$ cat src/rtl/bcg_pkg.sv
package bcg_pkg;

  typedef enum logic [2:0] {
    BL_1    = 3'd0,
    BL_2    = 3'd1,
    BL_4    = 3'd2,
    BL_8    = 3'd3,
    BL_RSV4 = 3'd4,
    BL_RSV5 = 3'd5,
    BL_RSV6 = 3'd6,
    BL_PAGE = 3'd7
  } blen_e;

  // Number of low column bits that wrap for a given length code.
  function automatic int unsigned wrap_bits(input blen_e len, input int unsigned colw);
    case (len)
      BL_2:    return 1;
      BL_4:    return 2;
      BL_8:    return 3;
      BL_PAGE: return colw;
      default: return 0;
    endcase
  endfunction

  function automatic logic is_page(input blen_e len);
    return len == BL_PAGE;
  endfunction

endpackage

$ cat src/rtl/bcg_mode_latch.sv
module bcg_mode_latch
  import bcg_pkg::*;
(
  input  logic  clk,
  input  logic  rst,
  input  logic  busy,
  input  logic [2:0] len_in,
  input  logic  ilv_in,
  output blen_e eff_len,
  output logic  eff_ilv
);

  blen_e len_q;
  logic  ilv_q;

  always_ff @(posedge clk) begin
    if (rst) begin
      len_q <= BL_1;
      ilv_q <= 1'b0;
    end else if (!busy) begin
      len_q <= blen_e'(len_in);
      ilv_q <= ilv_in;
    end
  end

  // While idle the live inputs apply to a load on this edge.
  always_comb begin
    if (busy) begin
      eff_len = len_q;
      eff_ilv = ilv_q;
    end else begin
      eff_len = blen_e'(len_in);
      eff_ilv = ilv_in;
    end
  end

  // latched mode frozen while a burst runs
  assert_mode_hold_R10: assert property (@(posedge clk) disable iff (rst)
    busy |=> ($stable(len_q) && $stable(ilv_q)));

endmodule

$ cat src/rtl/bcg_addr_map.sv
module bcg_addr_map
  import bcg_pkg::*;
#(
  parameter int unsigned COL_W = 9
)(
  input  logic [COL_W-1:0] base,
  input  logic [COL_W-1:0] beat,
  input  blen_e            len,
  input  logic             ilv,
  output logic [COL_W-1:0] addr
);

  localparam int unsigned WB_W = $clog2(COL_W + 1);

  logic [COL_W-1:0] sum_v;
  logic [COL_W-1:0] xor_v;
  logic [WB_W-1:0]  wb;
  logic             use_xor;

  always_comb begin
    sum_v   = base + beat;
    xor_v   = base ^ beat;
    wb      = WB_W'(wrap_bits(len, COL_W));
    use_xor = ilv && !is_page(len);
  end

  // Each bit either wraps inside the block or keeps the base value.
  for (genvar i = 0; i < COL_W; i++) begin : g_bit
    always_comb begin
      if (WB_W'(i) < wb)
        addr[i] = use_xor ? xor_v[i] : sum_v[i];
      else
        addr[i] = base[i];
    end
  end

endmodule

$ cat src/rtl/bcg_seq_ctrl.sv
module bcg_seq_ctrl
  import bcg_pkg::*;
#(
  parameter int unsigned COL_W = 9
)(
  input  logic             clk,
  input  logic             rst,
  input  logic             load,
  input  logic             term,
  input  logic [COL_W-1:0] start_col,
  input  blen_e            len,
  input  logic [COL_W-1:0] step_addr,
  output logic [COL_W-1:0] base_q,
  output logic [COL_W-1:0] beat_nxt,
  output logic [COL_W-1:0] col,
  output logic             col_valid,
  output logic             col_last
);

  logic [COL_W-1:0] beat_q;
  logic [COL_W-1:0] final_beat;
  logic             page;

  always_comb begin
    beat_nxt   = beat_q + 1'b1;
    page       = is_page(len);
    final_beat = COL_W'((1 << wrap_bits(len, COL_W)) - 1);
  end

  always_ff @(posedge clk) begin
    if (rst) begin
      base_q    <= '0;
      beat_q    <= '0;
      col       <= '0;
      col_valid <= 1'b0;
      col_last  <= 1'b0;
    end else if (load) begin
      base_q    <= start_col;
      beat_q    <= '0;
      col       <= start_col;
      col_valid <= 1'b1;
      col_last  <= !page && (final_beat == '0);
    end else if (term || col_last) begin
      col_valid <= 1'b0;
      col_last  <= 1'b0;
    end else if (col_valid) begin
      beat_q    <= beat_nxt;
      col       <= step_addr;
      col_last  <= !page && (beat_nxt == final_beat);
    end
  end

  // load presents the start column next cycle
  assert_load_start_R2: assert property (@(posedge clk) disable iff (rst)
    load |=> (col_valid && col == $past(start_col)));

  // last beat is always a valid beat
  assert_last_valid_R6: assert property (@(posedge clk) disable iff (rst)
    col_last |-> col_valid);

  // burst ends after the last beat
  assert_last_drop_R6: assert property (@(posedge clk) disable iff (rst)
    (col_last && !load) |=> !col_valid);

  // terminate ends the burst
  assert_term_stop_R8: assert property (@(posedge clk) disable iff (rst)
    (term && !load) |=> (!col_valid && !col_last));

  // full page counts upward and never flags a last beat
  assert_page_step_R7: assert property (@(posedge clk) disable iff (rst)
    (col_valid && page && !load && !term) |=> (col == COL_W'($past(col) + 1'b1) && !col_last));

endmodule

$ cat src/rtl/burst_col_gen.sv
module burst_col_gen
  import bcg_pkg::*;
#(
  parameter int unsigned COL_W = 9
)(
  input  logic             clk,
  input  logic             rst,
  input  logic             load,
  input  logic [COL_W-1:0] start_col,
  input  logic             term,
  input  logic [2:0]       mode_len,
  input  logic             mode_ilv,
  output logic [COL_W-1:0] col,
  output logic             col_valid,
  output logic             col_last
);

  blen_e            eff_len;
  logic             eff_ilv;
  logic [COL_W-1:0] base_q;
  logic [COL_W-1:0] beat_nxt;
  logic [COL_W-1:0] step_addr;

  bcg_mode_latch u_mode (
    .clk     (clk),
    .rst     (rst),
    .busy    (col_valid),
    .len_in  (mode_len),
    .ilv_in  (mode_ilv),
    .eff_len (eff_len),
    .eff_ilv (eff_ilv)
  );

  bcg_addr_map #(.COL_W(COL_W)) u_map (
    .base (base_q),
    .beat (beat_nxt),
    .len  (eff_len),
    .ilv  (eff_ilv),
    .addr (step_addr)
  );

  bcg_seq_ctrl #(.COL_W(COL_W)) u_ctrl (
    .clk       (clk),
    .rst       (rst),
    .load      (load),
    .term      (term),
    .start_col (start_col),
    .len       (eff_len),
    .step_addr (step_addr),
    .base_q    (base_q),
    .beat_nxt  (beat_nxt),
    .col       (col),
    .col_valid (col_valid),
    .col_last  (col_last)
  );

endmodule

$ cat config.mk
export PLATFORM = sky130hd
export DESIGN_NAME = burst_col_gen
export DESIGN_NICKNAME = d
export VERILOG_FILES = /design/src/rtl/bcg_pkg.sv /design/src/rtl/bcg_mode_latch.sv /design/src/rtl/bcg_addr_map.sv /design/src/rtl/bcg_seq_ctrl.sv /design/src/rtl/burst_col_gen.sv
export SDC_FILE = /design/constraint.sdc
export NUM_CORES = 1
export LEC_CHECK = 0
export BUFFER_PORTS_ARGS = -buffer_cell sky130_fd_sc_hd__buf_2
export CAP_MARGIN = 25
export CORE_UTILIZATION = 60
export CTS_BUF_LIST = sky130_fd_sc_hd__clkbuf_16
export CTS_CLUSTER_DIAMETER = 50
export CTS_CLUSTER_SIZE = 20
export DETAILED_ROUTE_END_ITERATION = 16
export PLACE_DENSITY_LB_ADDON = 0.08
export SLEW_MARGIN = 40
export SYNTH_ARGS = -nofsm -noshare
export SYNTH_HDL_FRONTEND = slang
export SYNTH_HIERARCHICAL = 1
export SYNTH_SLANG_ARGS = --single-unit
$ cat constraint.sdc
create_clock -name clk -period 4 [get_ports clk]
set_clock_uncertainty 0.1 [all_clocks]
set_input_delay 0.4 -clock clk [delete_from_list [all_inputs] [get_ports clk]]
set_output_delay 0.4 -clock clk [all_outputs]
set_load 0.05 [all_outputs]
==> summary.txt, run 1 <==
Outcome
  • Status: completed

Placed design
  • GPL Wtd Cong: 0.824
  • IO Port Bufs: 27
  • Worst slack, placed: approximately 1.1 ns
  • Hpwl dp: 2.93 mm
  • DP Area: around 2200 µm²

Floorplanning
  • Chip height: ~60 µm
  • Core area: 3150 µm²
  • Initial Util: 0.652
  • FP Rows: 20
  • Die area: 3670 µm²
  • Die width: 60.6 µm
  • I/O pins: 28

Worst setup path
  • Setup Crit Path Kind: register to register
  • Crit start category: register
  • R2R setup slack: approximately 1.0 ns
  • CP max FO: 5
  • CP endpoint kind: register
  • Worst Path Arrival: 3.01 ns
  • R2R Path Start: u_ctrl/beat_q[0]$_SDFFE_PP0P_
  • Worst Setup SP: u_ctrl/beat_q[0]$_SDFFE_PP0P_
  • Critical Path RT: 4.04 ns

Logic synthesis
  • Share of the synthesized area in the top cell type: 0.321
  • Mapped Area: 2060 µm²
  • Synth Instances: around 250
  • Avg Synthesized Cell Area: 8.26 µm²
  • Post-synth top flop: dfxtp_1
  • Main area contributors after synthesis: dfxtp_1 (32%), mux2i_1 (11%), nor2_1 (8.9%), xnor2_1 (6.4%), ha_1 (5.5%)
  • YS warnings: 6
  • Number of flops mapped to enable cells by yosys: 0
  • Syn Nets: ~280
  • Sequential-to-total area share from yosys stat: 0.321
  • Ys async rst share: 0
  • Synth unique cells: 41
  • #FFs+latches synth: 33
  • Biggest area consumer among synthesized cells: dfxtp_1

Detailed routing
  • DR iter-0 viols: 120
  • Routed Antenna Nets: 0
  • Vias: 1718
  • DRC viols: 0
  • DRT Pass-1 Iters: 4
  • Final wirelength: ~4.2 mm
  • DR WL/cell: 13.3 µm
  • Vias/cell: 5.42

Finish
  • NumNets Final: 300
  • Commonest non-fill, non-tap cell in the layout: nor2_1
  • Fill count: 266
  • Share of layout cells above drive strength 1: 0.165
  • Area growth syn-to-layout: 14.1%
  • Diode count: 0
  • Finished Cell Area: 2350 µm²
  • Most frequent cells in the layout: nor2_1 (49), dfxtp_1 (33), buf_2 (27), mux2i_1 (22), nand2_1 (16)

Job
  • Max_cap viols: 0

STA
  • Crit path time final: 2.97 ns
  • Worst Max-Slew Pin Slew: 0.638 ns
  • Max Slew Vio Count: 0
  • Finish-stage setup viols: 0
  • Max frequency: 337 MHz
  • Worst hold margin: ~0.28 ns
  • Setup_tns: 0 ns
  • Final hold violation count: 0
  • Final Cycle Share: 0.741
  • Final worst slack: between 1 and 1.5 ns
  • Max_slew headroom: 0.574
  • RSZ-0062 raised after global routing: no

GRT
  • Gr usage total: 0.263
  • Initial antenna violation count: 0
  • Pin count of the biggest net entering global routing: 32
  • Number of global-route vias before repair: 1590
  • Grt total ovfl: 0
  • First-pass GRT wire length: 7.03 mm

Clock tree
  • Htree depth: 2
  • # Post-CTS Setup Buffers: 0
  • Post_cts resized: 0
  • # hold bufs at CTS: 0
  • Inserted Clock Buffers: 5
  • Clock buffer depth: 2
  • Clock sink total: 33
  • Root Buffer: clkbuf_16
  • CTS tree: built
  • Clock Pin Slew Worst Setup and Hold Paths: 0.05 ns
  • Clock latency on the worst-skew pair: 0.27 ns

Power
  • P_leak: roughly 0.001 µW
  • Maximum vdd drop: 0.346 mV
  • Final Power: 831 µW
  • PwrDens: 354 nW/µm²

Hold path
  • Hold Crit Class: primary input to register
  • Min-delay src: start_col[0]
==> worst max-delay path, stage by stage, from the launching register on <==
cell and delay, ns:
dfxtp_1 0.40, ha_1 0.31, nand3_1 0.17, xnor2_1 0.24, ha_1 0.33, a21oi_2 0.20, o221ai_1 0.18, a21oi_1 0.23
mux2i_1 0.10, a22o_1 0.18, mux2i_1 0.13, nor2_1 0.05, a21oi_1 0.14, nor2_1 0.05
==> path summary, 6_finish.rpt <==
check,depth (start not counted),end
worst max-delay path,13,u_ctrl/col[8]$_SDFFE_PP0P_
worst max register to register,13,u_ctrl/col[8]$_SDFFE_PP0P_
worst min-delay path,3,u_ctrl/col[0]$_SDFFE_PP0P_
worst min register to register,2,u_ctrl/base_q[0]$_SDFFE_PP0P_
==> metrics by stage <==
stage,util,instances
2_1_floorplan,-,249
3_3_place_gp,0.702,310
3_5_place_dp,0.702,310
4_1_cts,0.744,317
5_1_grt,0.744,317
6_report,0.744,317
==> cells by family (layout without fill, tap and decap cells) <==
family | after synthesis | count (layout) | synth area share
AO/OA/AOI/OAI | 41 | 41 | 0.126
buffers and inverters | 20 | 44 | 0.0389
multiplexers | 27 | 27 | 0.134
XOR/XNOR | 24 | 24 | 0.106
AND/OR/NAND/NOR | 92 | 92 | 0.200
flip-flops | 33 | 33 | 0.321
adder cells (fa/ha/maj) | 12 | 12 | 0.0742
==> layer usage <==
metal	share of wire	track usage	wire, µm	vias to the layer above
met2	0.47	0.424	1960	35
li1	-	-	-	901
met5	0	0	0	-
met4	0.013	0.0877	53	0
met3	0.046	0.0640	193	6
met1	0.48	0.347	2000	776
==> cell usage after synthesis, drive strengths merged, types with 5 or more instances <==
| library cell | n |
|---|---|
| inv | 9 |
| xnor2 | 15 |
| nor2 | 49 |
| o21ai | 10 |
| buf | 6 |
| nand3 | 7 |
| ha | 9 |
| nand2 | 16 |
| dfxtp | 33 |
| a21oi | 16 |
| mux2i | 22 |
| xor2 | 9 |
| nor2b | 5 |
| clkbuf | 5 |
| mux2 | 5 |
==> final cells by class <==
class	instances	area [µm²]	area share
Clock inverter	2	7.51	0.00320
Multi-Input combinational cell	196	1320	0.563
Inverter	9	33.8	0.0144
Sequential cell	33	661	0.282
Clock buffer	5	125	0.0533
Tap cell	44	55.1	0.0235
Timing Repair Buffer	28	143	0.0608
==> sequential cells by signal (all words and copies together), names as in the netlist <==
signal,flops
u_mode/ilv_q,1
u_mode/len_q,3
u_ctrl/col_valid,1
u_ctrl/beat_q,9
u_ctrl/col_last,1
u_ctrl/col,9
u_ctrl/base_q,9
==> power by group <==
part           total [µW]  internal (µW)  switching [µW]
Combinational         130           49.4            80.7
Clock                 346            222             125
Sequential            355            345            9.90
Total                 831            616             215
Note: power is estimated with default switching activity, not from simulation.
==> inputs of run 2 (changes only) <==
--- a/config.mk
+++ b/config.mk
@@ -7,7 +7,7 @@
 export LEC_CHECK = 0
 export BUFFER_PORTS_ARGS = -buffer_cell sky130_fd_sc_hd__buf_2
 export CAP_MARGIN = 25
-export CORE_UTILIZATION = 60
+export CORE_UTILIZATION = 57
 export CTS_BUF_LIST = sky130_fd_sc_hd__clkbuf_16
 export CTS_CLUSTER_DIAMETER = 50
 export CTS_CLUSTER_SIZE = 20
==> constraint.sdc (replaced) <==
create_clock -name clk -period 2.8 [get_ports clk]
set_clock_uncertainty 0.1 [all_clocks]
set_input_delay 0.28 -clock clk [delete_from_list [all_inputs] [get_ports clk]]
set_output_delay 0.28 -clock clk [all_outputs]
set_load 0.05 [all_outputs]
==> run 2 against run 1 <==
Non-clock buffer count rose by 15. Clock power rose by 44%. Register-to-register slack got worse by 0.94 ns. Count of clock-buffer cells in the layout did not move. Via count rose by 9.7%. Total power rose by 45%. Sequential share of layout area fell by 2.4 points. Critical path depth did not move. Final cell count rose by 5.7%. Final area rose by 11%. Critical endpoint unchanged. Largest cell class unchanged.
==> summary.txt, run 2 (synthesized netlist as in run 1, its figures left out) <==
Clock tree
  • Htree depth: 2
  • Clock Pin Slew Worst Setup and Hold Paths: roughly 0.05 ns
  • Clock latency on the worst-skew pair: 0.27 ns
  • Root Buffer: clkbuf_16
  • CTS tree: built
  • # hold bufs at CTS: 0
  • Clock buffer depth: 2
  • Clock sink total: 33
  • Inserted Clock Buffers: 5

Detailed routing
  • DRT Pass-1 Iters: 4
  • DR WL/cell: between 10 and 15 µm
  • Final wirelength: 4.97 mm
  • Vias: 1884
  • Routed Antenna Nets: 0
  • DRC viols: 0
  • Vias/cell: 5.62
  • DR iter-0 viols: 144

GRT
  • Initial antenna violation count: 0
  • Pin count of the biggest net entering global routing: 32
  • Grt total ovfl: 0
  • First-pass GRT wire length: 7.22 mm
  • Gr usage total: 0.255
  • Number of global-route vias before repair: 1660

Worst setup path
  • CP endpoint kind: register
  • R2R setup slack: around 0.098 ns
  • R2R Path Start: u_ctrl/beat_q[0]$_SDFFE_PP0P_
  • Worst Setup SP: u_ctrl/beat_q[0]$_SDFFE_PP0P_
  • Worst reg2reg endpoint: u_ctrl/col[8]$_SDFFE_PP0P_
  • R2r worst-path depth: 13
  • Setup Crit Path Kind: register to register
  • Worst Path Arrival: between 2 and 3 ns
  • CP max FO: 5
  • Critical Path RT: 2.84 ns
  • CP Capture Point: u_ctrl/col[8]$_SDFFE_PP0P_
  • Crit start category: register

Finish
  • Footprint of the multi-input gates: between 1000 and 1500 µm²
  • Commonest non-fill, non-tap cell in the layout: nor2_1
  • Finished Cell Area: 2610 µm²
  • Fill count: 238
  • Share of layout cells above drive strength 1: 0.270
  • Storage element area: 673 µm²
  • NumNets Final: 315
  • Diode count: 0
  • Non-Filler Instances: about 340
  • Area growth syn-to-layout: 26.9%
  • Largest regs: u_ctrl/base_q x9, u_ctrl/beat_q x9, u_ctrl/col x9
  • Post-layout util: 0.770
  • Most frequent cells in the layout: nor2_1 (47), dfxtp_1 (29), buf_2 (27), mux2i_1 (22), nand2_1 (16)

STA
  • Max Slew Vio Count: 0
  • Max frequency: approximately 370 MHz
  • Finish-stage setup viols: 0
  • Crit path time final: 2.70 ns
  • Final Cycle Share: 0.965
  • Final hold violation count: 0
  • RSZ-0062 raised after global routing: yes
  • Worst Max-Slew Pin Slew: 0.640 ns
  • Max_slew headroom: 0.573

Job
  • Max_cap viols: 0

Placed design
  • Hpwl dp: 2.97 mm
  • Inst Count DP: around 320
  • DP Area: 2270 µm²
  • GPL Wtd Cong: approximately 0.87
  • IO Port Bufs: 27

Floorplanning
  • Die area: around 3900 µm²
  • Die width: 62.1 µm
  • Chip height: 62.1 µm
  • Initial Util: 0.607
  • I/O pins: 28
  • Core area: around 3400 µm²
  • FP Rows: 21

Outcome
  • Status: completed

Power
  • P_leak: 0.00109 µW
  • Maximum vdd drop: slightly below 0.4 mV
  • PwrDens: 462 nW/µm²

Hold path
  • Hold Crit Class: primary input to register
  • Worst hold stages: 3
==> run 2: cell count changes in the layout (fill, tap and decap cells not counted), sizes merged <==
| cell | previous run | this run |
|---|---|---|
| buf | 28 | 43 |
| inv | 10 | 12 |
| clkinv | 1 | 0 |
==> run 2: repair_timing <==
action | in CTS | in global routing
endpoints found under the setup margin | 0 | 3
resized for setup | 0 | 30
buffers inserted | 0 | 8
==> run 2: stage by stage <==
stage	hold slack (ns)	setup TNS [ns]	setup slack [ns]	power (µW)
3_3_place_gp	0.411	0	0.158	698
4_1_cts	0.153	0	0.0661	1200
3_5_place_dp	0.428	0	0.0740	701
5_1_grt	0.159	-0.0558	-0.0558	1250
6_report	0.151	0	0.0982	1210
2_1_floorplan	0.252	0	0.205	655
==> run 2: how the worst min path moves through the flow <==
stage	start	end	slack, ns
finish	start_col[6]	u_ctrl/col[6]$_SDFFE_PP0P_	0.15
global route	start_col[5]	u_ctrl/col[5]$_SDFFE_PP0P_	0.16
CTS	start_col[5]	u_ctrl/col[5]$_SDFFE_PP0P_	0.15
detailed placement	u_ctrl/beat_q[8]$_SDFFE_PP0P_	u_ctrl/beat_q[8]$_SDFFE_PP0P_	0.43
global placement	u_ctrl/base_q[8]$_SDFFE_PP0P_	u_ctrl/base_q[8]$_SDFFE_PP0P_	0.41
floorplan	rst	u_mode/ilv_q$_SDFF_PP0_	0.25
==> run 2: critical path: stages, from the launching register on <==
cell and delay, ns:
dfxtp_4 0.36, ha_4 0.17, buf_6 0.13, xor2_4 0.19, ha_4 0.26, a21oi_4 0.17
o22ai_2 0.10, o41ai_2 0.37, xnor2_1 0.12, a22o_1 0.25, mux2i_1 0.12, nor2_1 0.05
a21oi_1 0.13, nor2_1 0.05
==> run 2: power breakdown <==
group,switching [µW],internal [µW]
Clock,179,319
Combinational,122,82.2
Sequential,15.4,490
Total,316,890
==> run 2: cell type report <==
class	count	share of cell area
inverters	9	0.0129
clock inverters	3	0.00431
well taps	46	0.0220
multi-input cells	196	0.554
repair buffers	43	0.101
clock buffers	5	0.0479
flip-flops and latches	33	0.258
==> run 2: per-layer routing <==
layer | vias up | GRT usage | wire, µm
met5 | - | 0 | 0
met4 | 0 | 0.0952 | 57
met3 | 8 | 0.0745 | 240
met2 | 52 | 0.391 | 2410
met1 | 886 | 0.339 | 2260
li1 | 938 | - | -
==> inputs of run 3 (changes only) <==
--- a/config.mk
+++ b/config.mk
@@ -7,6 +7,7 @@
 export LEC_CHECK = 0
 export BUFFER_PORTS_ARGS = -buffer_cell sky130_fd_sc_hd__buf_2
 export CAP_MARGIN = 25
+export CORE_ASPECT_RATIO = 1.1
 export CORE_UTILIZATION = 57
 export CTS_BUF_LIST = sky130_fd_sc_hd__clkbuf_16
 export CTS_CLUSTER_DIAMETER = 50
==> run 3 against run 2 <==
Final cell count decreased by 0.90%. First-iteration DRC count fell by 40%. Final area did not move. Sequential share of layout area is 0.14 points lower. Sequential cell count did not move. Hold slack lost 0.0062 ns. Via count shrank 4.0%. Global-route usage is 0.91 points higher. Die area about the same. Register-to-register slack lost 0.04 ns. Critical path type unchanged. Largest power group is now the clock network.
==> summary.txt, run 3 (synthesized netlist as in run 1, its figures left out) <==
Worst setup path
  • Crit start category: register
  • CP endpoint kind: register
  • CP max FO: 5
  • Setup Crit Path Kind: register to register
  • R2R Path Start: u_ctrl/beat_q[0]$_SDFFE_PP0P_
  • Critical Path RT: 2.85 ns
  • Worst Path Arrival: 2.79 ns
  • Worst Setup SP: u_ctrl/beat_q[0]$_SDFFE_PP0P_

Floorplanning
  • Die area: 3850 µm²
  • Chip height: 65.0 µm
  • Initial Util: 0.608
  • Core area: 3390 µm²
  • Die width: 59.3 µm
  • I/O pins: 28
  • FP Rows: 22

GRT
  • Number of global-route vias before repair: 1681
  • Pin count of the biggest net entering global routing: 32
  • First-pass GRT wire length: 7.53 mm
  • Grt total ovfl: 0
  • Initial antenna violation count: 0
  • Gr usage total: 0.264

Clock tree
  • CTS tree: built
  • Htree depth: 2
  • # hold bufs at CTS: 0
  • Clock Pin Slew Worst Setup and Hold Paths: 0.05 ns
  • Clock latency on the worst-skew pair: 0.28 ns
  • Root Buffer: clkbuf_16
  • Inserted Clock Buffers: 5
  • Clock sink total: 33
  • Clock buffer depth: 2

Placed design
  • Inst Count DP: ~320
  • Worst slack, placed: slightly below 0.03 ns
  • GPL Wtd Cong: 0.834
  • Hpwl dp: between 2 and 3 mm
  • IO Port Bufs: 27

Power
  • Clock power frac: 0.462
  • Sw Pwr: about 330 µW
  • Final Power: 1310 µW
  • Sequential power share: 0.386
  • Comb pwr share: 0.152
  • Switching share of power: 0.251
  • Internal: between 900 and 1000 µW
  • P_leak: 0.00108 µW
  • Maximum vdd drop: between 0.2 and 0.3 mV
  • PwrDens: 502 nW/µm²

STA
  • Final hold violation count: 0
  • Setup_tns: 0 ns
  • Max frequency: approximately 370 MHz
  • RSZ-0062 raised after global routing: yes
  • Max Slew Vio Count: 0
  • Final worst slack: 0.0611 ns
  • Final Cycle Share: 0.978
  • Worst Max-Slew Pin Slew: 0.658 ns
  • Max_slew headroom: 0.562
  • Crit path time final: roughly 2.7 ns
  • Finish-stage setup viols: 0

Detailed routing
  • DRT Pass-1 Iters: 4
  • DR WL/cell: 14.7 µm
  • Final wirelength: 4.87 mm
  • DRC viols: 0
  • DR iter-0 viols: 87
  • Vias/cell: about 5.4
  • Routed Antenna Nets: 0
  • Vias: 1808

Hold path
  • Hold Crit Class: primary input to register
  • Min-delay src: start_col[0]

Finish
  • Fill count: between 200 and 300
  • Area growth syn-to-layout: 26.9%
  • Non-Filler Instances: 332
  • Share of layout cells above drive strength 1: 0.261
  • Most frequent cells in the layout: nor2_1 (48), dfxtp_1 (30), buf_2 (27), mux2i_1 (22), nand2_1 (16)
  • Largest regs: u_ctrl/base_q x9, u_ctrl/beat_q x9, u_ctrl/col x9
  • Commonest non-fill, non-tap cell in the layout: nor2_1
  • NumNets Final: 310
  • Diode count: 0

Outcome
  • Status: completed

Job
  • Max_cap viols: 0
[run 3: power by group through the flow]
stage	Combinational (µW)	Clock, µW	Sequential (µW)
2_1_floorplan	109	0	546
3_3_place_gp	184	0	515
3_5_place_dp	186	0	516
4_1_cts	188	617	506
5_1_grt	221	633	509
6_report	200	605	506
[run 3: critical path, stage by stage (launching register included)]
cell	delay (ns)
dfxtp_4	0.38
nand3_1	0.12
nor2_1	0.15
xor2_1	0.29
ha_1	0.32
nand3_2	0.09
o22ai_2	0.08
o41ai_2	0.35
xnor2_1	0.13
a22o_1	0.23
mux2i_1	0.12
nor2_1	0.06
a21oi_1	0.15
nor2_1	0.05
[run 3: cell type report]
type,instances,area (µm²),area share
Clock buffer,5,125,0.0479
Clock inverter,3,37.5,0.0144
Inverter,9,33.8,0.0129
Multi-Input combinational cell,196,1470,0.562
Sequential cell,33,669,0.256
Tap cell,48,60.1,0.0230
Timing Repair Buffer,38,218,0.0834
[run 3: path summary, 6_finish.rpt]
| kind | end | slack (ns) | cells after the start |
|---|---|---|---|
| max reg2reg | u_ctrl/col[8]$_SDFFE_PP0P_ | 0.06 | 13 |
| max | u_ctrl/col[8]$_SDFFE_PP0P_ | 0.06 | 13 |
| min reg2reg | u_ctrl/base_q[7]$_SDFFE_PP0P_ | 0.44 | 2 |
| min | u_ctrl/col[0]$_SDFFE_PP0P_ | 0.15 | 3 |
[run 3: metrics by stage]
stage,hold WS [ns],instance area (µm²),util
2_1_floorplan,0.252,2060,-
3_3_place_gp,0.412,2270,0.671
3_5_place_dp,0.424,2270,0.671
4_1_cts,0.140,2430,0.719
5_1_grt,0.162,2610,0.771
6_report,0.145,2610,0.771
[run 3: repair_timing]
item | 4_1_cts | 5_1_grt
setup buffers | 0 | 3
gates resized for setup | 0 | 27
endpoints found under the setup margin | 0 | 2
[run 3: per-layer routing]
layer  routed length [µm]  global-route usage  up-vias  part of all wire
met5                    0                   0        -                 0
met4                   93              0.0982        0             0.019
met3                  195              0.0659       11             0.040
met2                 2410               0.414       38              0.50
met1                 2170               0.344      845              0.45
li1                     -                   -      914                 -
